File: config.mk
export PLATFORM = sky130hd
export DESIGN_NAME = blit_slot_seq
export DESIGN_NICKNAME = d
export VERILOG_FILES = /design/src/rtl/blit_slot_pkg.sv /design/src/rtl/blit_slot_ctrl.sv /design/src/rtl/blit_slot_norm.sv /design/src/rtl/blit_slot_line.sv /design/src/rtl/blit_slot_seq.sv
export SDC_FILE = /design/constraint.sdc
export NUM_CORES = 1
export LEC_CHECK = 0
export ABC_AREA = 1
export CORE_MARGIN = 3
export CORE_UTILIZATION = 57
export DETAILED_ROUTE_END_ITERATION = 6
export HOLD_SLACK_MARGIN = 0.03
export PLACE_DENSITY_LB_ADDON = 0.15
export SYNTH_ARGS = -nofsm -noshare
export SYNTH_HDL_FRONTEND = slang
export SYNTH_SLANG_ARGS = --single-unit
File: constraint.sdc
create_clock -name clk_i -period 3.55 [get_ports clk_i]
set_clock_uncertainty 0.15 [all_clocks]
set_input_delay 0.8875 -clock clk_i [delete_from_list [all_inputs] [get_ports clk_i]]
set_output_delay 0.8875 -clock clk_i [all_outputs]
set_load 0.02 [all_outputs]
File: src/rtl/blit_slot_pkg.sv
package blit_slot_pkg;

  typedef enum logic [1:0] {
    K_IDLE = 2'd0,
    K_RD_A = 2'd1,
    K_RD_C = 2'd2,
    K_WR_D = 2'd3
  } slot_kind_t;

  typedef enum logic [1:0] {
    P_NONE = 2'd0,
    P_A    = 2'd1,
    P_C    = 2'd2,
    P_D    = 2'd3
  } ptr_sel_t;

  localparam int unsigned NORM_GROUP = 3;
  localparam int unsigned LINE_GROUP = 4;

endpackage

File: src/rtl/blit_slot_ctrl.sv
module blit_slot_ctrl #(
  parameter int unsigned CNT_W = 4,
  localparam int unsigned IDX_W = CNT_W + 1
) (
  input  logic             clk_i,
  input  logic             rst_ni,
  input  logic             start_i,
  input  logic             grant_i,
  input  logic             line_i,
  input  logic             en_a_i,
  input  logic             en_c_i,
  input  logic             en_d_i,
  input  logic [CNT_W-1:0] count_i,
  output logic             busy_o,
  output logic             done_o,
  output logic             line_o,
  output logic             en_a_o,
  output logic             en_c_o,
  output logic             en_d_o,
  output logic [1:0]       phase_o,
  output logic [IDX_W-1:0] idx_o,
  output logic [IDX_W-1:0] num_o
);

  logic             busy_q, busy_d;
  logic             done_q, done_d;
  logic             line_q, line_d;
  logic             ea_q, ea_d, ec_q, ec_d, ed_q, ed_d;
  logic [1:0]       phase_q, phase_d;
  logic [IDX_W-1:0] idx_q, idx_d;
  logic [IDX_W-1:0] num_q, num_d;

  logic       launch, step, at_end, phase_wrap;
  logic [1:0] phase_max;

  always_comb begin
    launch = start_i & ~busy_q;
    step   = busy_q & grant_i;

    // Word-stream: last group (index == num) holds only idle + final write.
    if (line_q) begin
      phase_max = 2'd3;
    end else if (idx_q == num_q) begin
      phase_max = 2'd1;
    end else begin
      phase_max = 2'd2;
    end
    phase_wrap = (phase_q == phase_max);

    if (line_q) begin
      at_end = step & phase_wrap & (idx_q == num_q - IDX_W'(1));
    end else begin
      at_end = step & phase_wrap & (idx_q == num_q);
    end

    busy_d  = busy_q;
    done_d  = at_end;
    line_d  = line_q;
    ea_d    = ea_q;
    ec_d    = ec_q;
    ed_d    = ed_q;
    phase_d = phase_q;
    idx_d   = idx_q;
    num_d   = num_q;

    if (launch) begin
      busy_d  = 1'b1;
      line_d  = line_i;
      ea_d    = en_a_i;
      ec_d    = en_c_i;
      ed_d    = en_d_i;
      phase_d = 2'd0;
      idx_d   = '0;
      num_d   = (count_i == '0) ? IDX_W'(1) : IDX_W'(count_i);
    end else if (at_end) begin
      busy_d  = 1'b0;
      phase_d = 2'd0;
      idx_d   = '0;
    end else if (step) begin
      if (phase_wrap) begin
        phase_d = 2'd0;
        idx_d   = idx_q + IDX_W'(1);
      end else begin
        phase_d = phase_q + 2'd1;
      end
    end
  end

  always_ff @(posedge clk_i or negedge rst_ni) begin
    if (!rst_ni) begin
      busy_q  <= 1'b0;
      done_q  <= 1'b0;
      line_q  <= 1'b0;
      ea_q    <= 1'b0;
      ec_q    <= 1'b0;
      ed_q    <= 1'b0;
      phase_q <= 2'd0;
      idx_q   <= '0;
      num_q   <= '0;
    end else begin
      busy_q  <= busy_d;
      done_q  <= done_d;
      line_q  <= line_d;
      ea_q    <= ea_d;
      ec_q    <= ec_d;
      ed_q    <= ed_d;
      phase_q <= phase_d;
      idx_q   <= idx_d;
      num_q   <= num_d;
    end
  end

  assign busy_o  = busy_q;
  assign done_o  = done_q;
  assign line_o  = line_q;
  assign en_a_o  = ea_q;
  assign en_c_o  = ec_q;
  assign en_d_o  = ed_q;
  assign phase_o = phase_q;
  assign idx_o   = idx_q;
  assign num_o   = num_q;

endmodule

File: src/rtl/blit_slot_norm.sv
module blit_slot_norm
  import blit_slot_pkg::*;
#(
  parameter int unsigned IDX_W = 5
) (
  input  logic [1:0]       phase_i,
  input  logic [IDX_W-1:0] idx_i,
  input  logic [IDX_W-1:0] num_i,
  input  logic             en_a_i,
  input  logic             en_c_i,
  input  logic             en_d_i,
  output slot_kind_t       kind_o,
  output ptr_sel_t         ptr_o
);

  logic drain_grp, first_grp;

  always_comb begin
    drain_grp = (idx_i == num_i);
    first_grp = (idx_i == '0);
    kind_o    = K_IDLE;
    ptr_o     = P_NONE;
    if (drain_grp) begin
      // drain: idle, then the write of the last word
      if (phase_i == 2'd1 && en_d_i) begin
        kind_o = K_WR_D;
        ptr_o  = P_D;
      end
    end else begin
      unique case (phase_i)
        2'd0: if (en_a_i) begin
          kind_o = K_RD_A;
          ptr_o  = P_A;
        end
        2'd1: if (en_c_i) begin
          kind_o = K_RD_C;
          ptr_o  = P_C;
        end
        2'd2: if (!first_grp && en_d_i) begin
          kind_o = K_WR_D;
          ptr_o  = P_D;
        end
        default: begin
          kind_o = K_IDLE;
          ptr_o  = P_NONE;
        end
      endcase
    end
  end

endmodule

File: src/rtl/blit_slot_line.sv
module blit_slot_line
  import blit_slot_pkg::*;
#(
  parameter int unsigned IDX_W = 5
) (
  input  logic [1:0]       phase_i,
  input  logic [IDX_W-1:0] idx_i,
  input  logic             en_c_i,
  output slot_kind_t       kind_o,
  output ptr_sel_t         ptr_o
);

  always_comb begin
    kind_o = K_IDLE;
    ptr_o  = P_NONE;
    if (en_c_i) begin
      if (phase_i == 2'd1) begin
        kind_o = K_RD_C;
        ptr_o  = P_C;
      end else if (phase_i == 2'd3) begin
        kind_o = K_WR_D;
        ptr_o  = (idx_i == '0) ? P_D : P_C;
      end
    end
  end

endmodule

File: src/rtl/blit_slot_seq.sv
module blit_slot_seq
  import blit_slot_pkg::*;
#(
  parameter int unsigned CNT_W = 4,
  localparam int unsigned IDX_W = CNT_W + 1
) (
  input  logic             clk_i,
  input  logic             rst_ni,
  input  logic             start_i,
  input  logic             line_mode_i,
  input  logic             en_a_i,
  input  logic             en_c_i,
  input  logic             en_d_i,
  input  logic [CNT_W-1:0] count_i,
  input  logic             grant_i,
  output logic [1:0]       kind_o,
  output logic [1:0]       ptr_o,
  output logic             busy_o,
  output logic             done_o
);

  logic             busy, done, line_q, ea, ec, ed;
  logic [1:0]       phase;
  logic [IDX_W-1:0] idx, num;
  slot_kind_t       n_kind, l_kind;
  ptr_sel_t         n_ptr, l_ptr;

  blit_slot_ctrl #(.CNT_W(CNT_W)) u_ctrl (
    .clk_i   (clk_i),
    .rst_ni  (rst_ni),
    .start_i (start_i),
    .grant_i (grant_i),
    .line_i  (line_mode_i),
    .en_a_i  (en_a_i),
    .en_c_i  (en_c_i),
    .en_d_i  (en_d_i),
    .count_i (count_i),
    .busy_o  (busy),
    .done_o  (done),
    .line_o  (line_q),
    .en_a_o  (ea),
    .en_c_o  (ec),
    .en_d_o  (ed),
    .phase_o (phase),
    .idx_o   (idx),
    .num_o   (num)
  );

  blit_slot_norm #(.IDX_W(IDX_W)) u_norm (
    .phase_i (phase),
    .idx_i   (idx),
    .num_i   (num),
    .en_a_i  (ea),
    .en_c_i  (ec),
    .en_d_i  (ed),
    .kind_o  (n_kind),
    .ptr_o   (n_ptr)
  );

  blit_slot_line #(.IDX_W(IDX_W)) u_line (
    .phase_i (phase),
    .idx_i   (idx),
    .en_c_i  (ec),
    .kind_o  (l_kind),
    .ptr_o   (l_ptr)
  );

  always_comb begin
    if (!busy) begin
      kind_o = K_IDLE;
      ptr_o  = P_NONE;
    end else if (line_q) begin
      kind_o = l_kind;
      ptr_o  = l_ptr;
    end else begin
      kind_o = n_kind;
      ptr_o  = n_ptr;
    end
  end

  assign busy_o = busy;
  assign done_o = done;

endmodule

# Word-level counts from Yosys, hierarchy flattened
# Index checks and enable logic that the tools add are counted.
classes:
  addsub: 3
  eq_ne: 6
  muxes: 31
  n_bitwise: 6
  n_reduce_logical: 10
ops:
  columns: ["cell", "count"]
  rows:
  - ["2-to-1 mux 2 bit", 20]
  - ["2-to-1 mux 5 bit", 4]
  - ["equality test 5 bit", 2]
  - ["case mux 2 bit (3 select lines)", 1]
  - ["nonzero test 3 bit", 2]
  - ["adder 5 x 1 -> 5 bit (second input constant)", 1]
  - ["bitwise AND 1 bit", 5]
  - ["logical NOT 5 bit", 1]
  - ["2-to-1 mux 1 bit", 5]
  - ["subtractor 5 x 1 -> 5 bit (second input constant)", 1]
  - ["equality test 2 bit (second input constant)", 2]
  - ["logical NOT 4 bit", 1]
  - ["2-to-1 mux 4 bit", 1]
  - ["adder 2 x 1 -> 2 bit (second input constant)", 1]
  - ["equality test 2 x 1 -> 1 bit (second input constant)", 1]
  - ["equality test 2 bit", 1]
  - ["logical AND 1 bit", 2]
  - ["logical NOT 2 bit", 1]
  - ["AND reduction 2 bit", 1]
  - ["nonzero test 2 bit", 1]
  - ["logical NOT 1 bit", 1]
  - ["NOT 1 bit", 1]
word_totals:
  reg_bits: 18
  in_bits: 12
  out_inout_bits: 6
  wordCells: 65

# Logic depth before layout (Yosys ltp)
logic_depth:
  ltp_word: 9
  mapped_depth: 11
  depth_no_buf: 11

# Hierarchy
# From an unflattened synthesis, not the netlist that was laid out.
unflattened:
  cells_unflattened: 221
  area_unflattened_um2: 1396.3
by_module_without_submodules:
  columns: ["mod", "instances", "cells_each", "area_per_inst_um2", "seq_area_each_um2"]
  rows:
  - ["blit_slot_ctrl", 1, 147, 1073.5, 425.4]
  - ["blit_slot_norm", 1, 43, 188.9, 0.0]
  - ["blit_slot_seq", 1, 21, 86.3, 0.0]
  - ["blit_slot_line", 1, 10, 47.5, 0.0]

# Worst setup path after synthesis
# Ideal clock, no wire load.
synth_path:
  path_kind: "register -> output"
  from: "reg u_ctrl.idx_q[0], in the netlist u_ctrl.idx_o[0]"
  to: "out ptr_o[1]"
  t_arrival_ps: 1779
  t_required_ps: 2513
  setup_slack_ps: 734
  stages_incl_launch_ff: 11
  n_path_buf: 1
  cell_sequence: "dfrtp_1 inv_1 ha_1 nand4_1 nand3_1 nand2_1 nand2_1 nand2_1 a21oi_1 nor3_1 buf_4"
synth_via:
  elab_chain_cells: 8
  word_cells_on_any_way: 9
  classes_between: "1 x eq/ne; 5 x mux; 3 x reduce/logical"
synth_rtl:
  columns: ["element", "line", "text"]
  rows:
  - ["start: declaration", "blit_slot_ctrl.sv:30", "logic [IDX_W-1:0] idx_q, idx_d;"]
  - ["start signal: assignment", "blit_slot_ctrl.sv:108", "idx_q <= idx_d;"]
  - ["logical NOT 5 bit", "blit_slot_norm.sv:20", "first_grp = (idx_i == '0);"]
  - ["logical NOT 1 bit", "blit_slot_norm.sv:39", "2'd2: if (!first_grp && en_d_i) begin"]
  - ["logical AND 1 bit", "blit_slot_norm.sv:39", null]
  - ["2-to-1 mux 2 bit", "blit_slot_norm.sv:39", null]
  - ["case mux 2 bit (3 select lines)", "blit_slot_norm.sv:30", "unique case (phase_i)"]
  - ["2-to-1 mux 2 bit *", "blit_slot_norm.sv:23", "if (drain_grp) begin"]
  - ["2-to-1 mux 2 bit *", "blit_slot_seq.sv:72", "end else if (line_q) begin"]
  - ["2-to-1 mux 2 bit *", "blit_slot_seq.sv:69", "if (!busy) begin"]
  - ["end: declaration", "blit_slot_seq.sv:17", "output logic [1:0] ptr_o,"]
# Every way passes the cells marked *; elsewhere a longest branch is shown, timed or not.

# Worst setup path after layout
layout_path:
  from: "reg u_ctrl.idx_q[1], in the netlist u_ctrl.idx_o[1]"
  to: "out kind_o[1]"
layout_via:
  elab_chain_cells: 8
  word_cells_on_any_way: 9
  classes_between: "1 x eq/ne; 5 x mux; 3 x reduce/logical"
layout_rtl:
  columns: ["element", "line", "text"]
  rows:
  - ["logical NOT 5 bit", "blit_slot_norm.sv:20", null]
  - ["logical NOT 1 bit", "blit_slot_norm.sv:39", null]
  - ["logical AND 1 bit", "blit_slot_norm.sv:39", null]
  - ["2-to-1 mux 2 bit", "blit_slot_norm.sv:39", null]
  - ["case mux 2 bit (3 select lines)", "blit_slot_norm.sv:30", null]
  - ["2-to-1 mux 2 bit *", "blit_slot_norm.sv:23", null]
  - ["2-to-1 mux 2 bit *", "blit_slot_seq.sv:72", null]
  - ["2-to-1 mux 2 bit *", "blit_slot_seq.sv:69", null]
  - ["end: declaration", "blit_slot_seq.sv:16", "output logic [1:0] kind_o,"]
# Marked as above.

==> impl_metrics.tcl <==
set metrics [dict create \
    ctsResizeCount 0 \
    wirelength_um 2470 \
    ys.flop_type "dfrtp_1" \
    synth_top_area_share_pct 36.1 \
    startpoint_type "flip-flop" \
    crit_slowest_cell "clkdlybuf4s50_1" \
    fin_cells 203 \
    drc 0 \
    nNetsFinal 199 \
    met3_usage_pct 3.72 \
    grt_pass1_vias 1046 \
    place_hpwl_um 1980 \
    dp.cells 199 \
    synthSimpleGateAreaFrac_pct 37.8 \
    yosysUniqueCellTypes 25 \
    fin_crit_sh_pct 93.9 \
    synth_top_family_by_area "simple AND/OR/NAND/NOR gates" \
    grt_busiest_layer "met2" \
    worstSetupPathType "reg -> out" \
    clockBufferDepth 2 \
    yosysTopAreaCell "dfrtp_1" \
    post_cts_buffers 0 \
    design_area_um2 1400 \
    netlist_area_um2 1180 \
    grtUsageTotal_pct 21.7 \
    total_power_uw 689 \
    tightestPinTransition_ns 0.715 \
    fp.dieW_um 51.5 \
    synth_compound_area_share_pct 6.68 \
    wire_per_inst_um 12.1 \
    critPathMostFrequentCell "nand2_1" \
    maxCapViolations 0 \
    synthAdderAreaFrac_pct 8.48 \
    hold_viol 0 \
    yosys_warnings 0 \
    multiInputGateArea_um2 668 \
    grt_max_degree 19 \
    yosys-top-cells-count "nand2_1 (56), inv_1 (20), dfrtp_1 (17)" \
    cts.clk_slew.worst_paths_ns 0.10 \
    crit_path_end_kind "output pin" \
    yosys.area_share.xor_xnor_pct 3.71 \
    yosys-top-cells-area "dfrtp_1 (36%), nand2_1 (18%), ha_1 (8.5%), inv_1 (6.4%), nand4_1 (3.7%)" \
    ios 18 \
    cts_root_buf "clkbuf_4" \
    regArea_um2 425 \
    yosysSeqAreaShare_pct 36.1 \
    synthCells 159 \
    synth.most_common_cell "nand2_1" \
    clock_sinks 17 \
    status "finished, final reports clean" \
    ant_nets 0 \
    arrival_ns 2.30 \
    grt_pass1_wl_um 4400 \
    grtUsageMet2_pct 33.9 \
    fill_cells 145 \
    path_cells "inv_1 > ha_1 > nand4_1 > nand3_1 > nand2_1 > nand2_1 > nand2_1 > a21oi_1 > nor3_1 > clkdlybuf4s50_1" \
    drt_iter0_drc 11 \
    synth.ff_latch_count 17 \
    antenna_cells 0 \
    num_rows 15 \
    start_util_pct 64.1 \
    fmax_mhz 300 \
    numCtsBuffers 3 \
    powerDensity_nw_per_um2 493 \
    crit_required_ns 2.51 \
    clk_latency_ns 0.29 \
    finalCriticalPeriod_ns 3.33 \
    dpl_cell_area_um2 1370 \
    die_h_um 51.5 \
    ir_worst_vdd_mv 0.320 \
    critical_path_buf_inv_count 2 \
    post-route-util_pct 76.0 \
    tns_ns 0 \
    syn_nets 179 \
    vias 1100 \
    rsz0062_at_grt "no" \
    synth-edff-count 0 \
    crit_family "buffers and inverters" \
    syn_to_final_growth_pct 18.5 \
    first_pass_iters 4 \
    leakage_uw 0.000729 \
    globalRoute.totalOverflow 0 \
    muxShareOfSynthArea_pct 0 \
    crit_fanout 7 \
    gp_congestion 0.796 \
    report.final.slew_viol_count 0 \
    cts_tree "done" \
    finalSetupViolations 0 \
    max_stage_delay_ns 0.65 \
    portBuffers 17 \
    final_layout_size_suffix_gt1_share_pct 9.55 \
    syn_area_per_cell_um2 7.42 \
    cts_hold_buf 0 \
    post_drt_via_cell_ratio 5.42 \
    die-area_um2 2650 \
    core_um2 1840 \
    htree_levels 1 \
    grtUsageMet1_pct 28.5 \
    hp-class "reg -> reg" \
    relSlewSlack_pct 52.2 \
    synthArstFlopShare_pct 100 \
    antenna_found_initial 0 \
]
==> registers in the layout (all words and copies together) (netlist names) <==
| name | flops |
|---|---|
| u_ctrl.idx_o | 5 |
| u_ctrl.num_o | 4 |
| u_ctrl.phase_o | 2 |
| u_ctrl.busy_o | 1 |
| u_ctrl.done_o | 1 |
| u_ctrl.en_a_o | 1 |
| u_ctrl.en_c_o | 1 |
| u_ctrl.en_d_o | 1 |
| u_ctrl.line_o | 1 |
==> metrics by stage <==
step                      worst slack, ns  hold slack, ns
after floorplan                     0.734           0.299
after global placement              0.656           0.340
after detailed placement            0.550           0.355
after CTS                           0.216           0.383
after global routing               0.0363           0.435
final                               0.215           0.380
==> placed cells by master (no fill, tap or decap) <==
master and count:
a21oi_1 2, a21oi_4 1, a31oi_1 1, and3_1 1
clkbuf_4 3, clkdlybuf4s50_1 17, clkinv_2 1, dfrtp_1 17
ha_1 8, inv_1 20, nand2_1 56, nand2_2 5
nand3_1 8, nand3_2 3, nand3b_1 1, nand4_1 7
nor2_1 7, nor2_2 1, nor2_4 2, nor3_1 3
o21a_1 1, o21ai_0 5, o21ai_1 1, o32ai_1 1
or2_2 1, xor2_1 5
==> worst reg2reg max path, stage by stage, from the launching register on <==
cell and delay, ns:
dfrtp_1 0.42, inv_1 0.09, ha_1 0.29, or2_2 0.28, nand3_1 0.09, nor2_1 0.04, nand2_1 0.07, o21a_1 0.25
nor2_1 0.10, o21ai_1 0.12
==> per-layer routing <==
metal  part of all wire [%]  vias up
met4                    4.3        0
met1                     44      497
li1                       -      548
met5                      0        -
met2                     47       42
met3                    5.2       13
==> logic make-up after synthesis <==
group | count (synthesis)
AO/OA/AOI/OAI | 12
XOR/XNOR | 5
adder cells (fa/ha/maj) | 8
buffers and inverters | 22
flip-flops | 17
AND/OR/NAND/NOR | 95
==> cell type report <==
type                    instances  area share (%)
multi-input cells             120            47.8
clock buffers                   3            1.61
inverters                      20            5.37
clock inverters                 1           0.358
repair buffers                 17            12.2
well taps                      25            2.24
flip-flops and latches         17            30.4
==> path summary, 6_finish.rpt <==
check / start / to / slack, ns / cells past startpoint
min in group asynchronous: rst_ni / u_ctrl.num_o[2] / 0.87 / 1
hold reg to reg: u_ctrl.idx_o[4] / u_ctrl.idx_o[4] / 0.38 / 2
setup reg to reg: u_ctrl.num_o[1] / u_ctrl.busy_o / 1.58 / 9
max in group asynchronous: rst_ni / u_ctrl.line_o / 1.93 / 1
hold / removal: u_ctrl.idx_o[4] / u_ctrl.idx_o[4] / 0.38 / 2
setup / recovery: u_ctrl.idx_o[1] / kind_o[1] / 0.22 / 10
==> power breakdown <==
group	switching [µW]	internal, µW	total (µW)
combinational	186	123	309
sequential	54.2	225	279
clock	59.2	41.9	101
No activity file was read; power rests on OpenSTA's default activity.
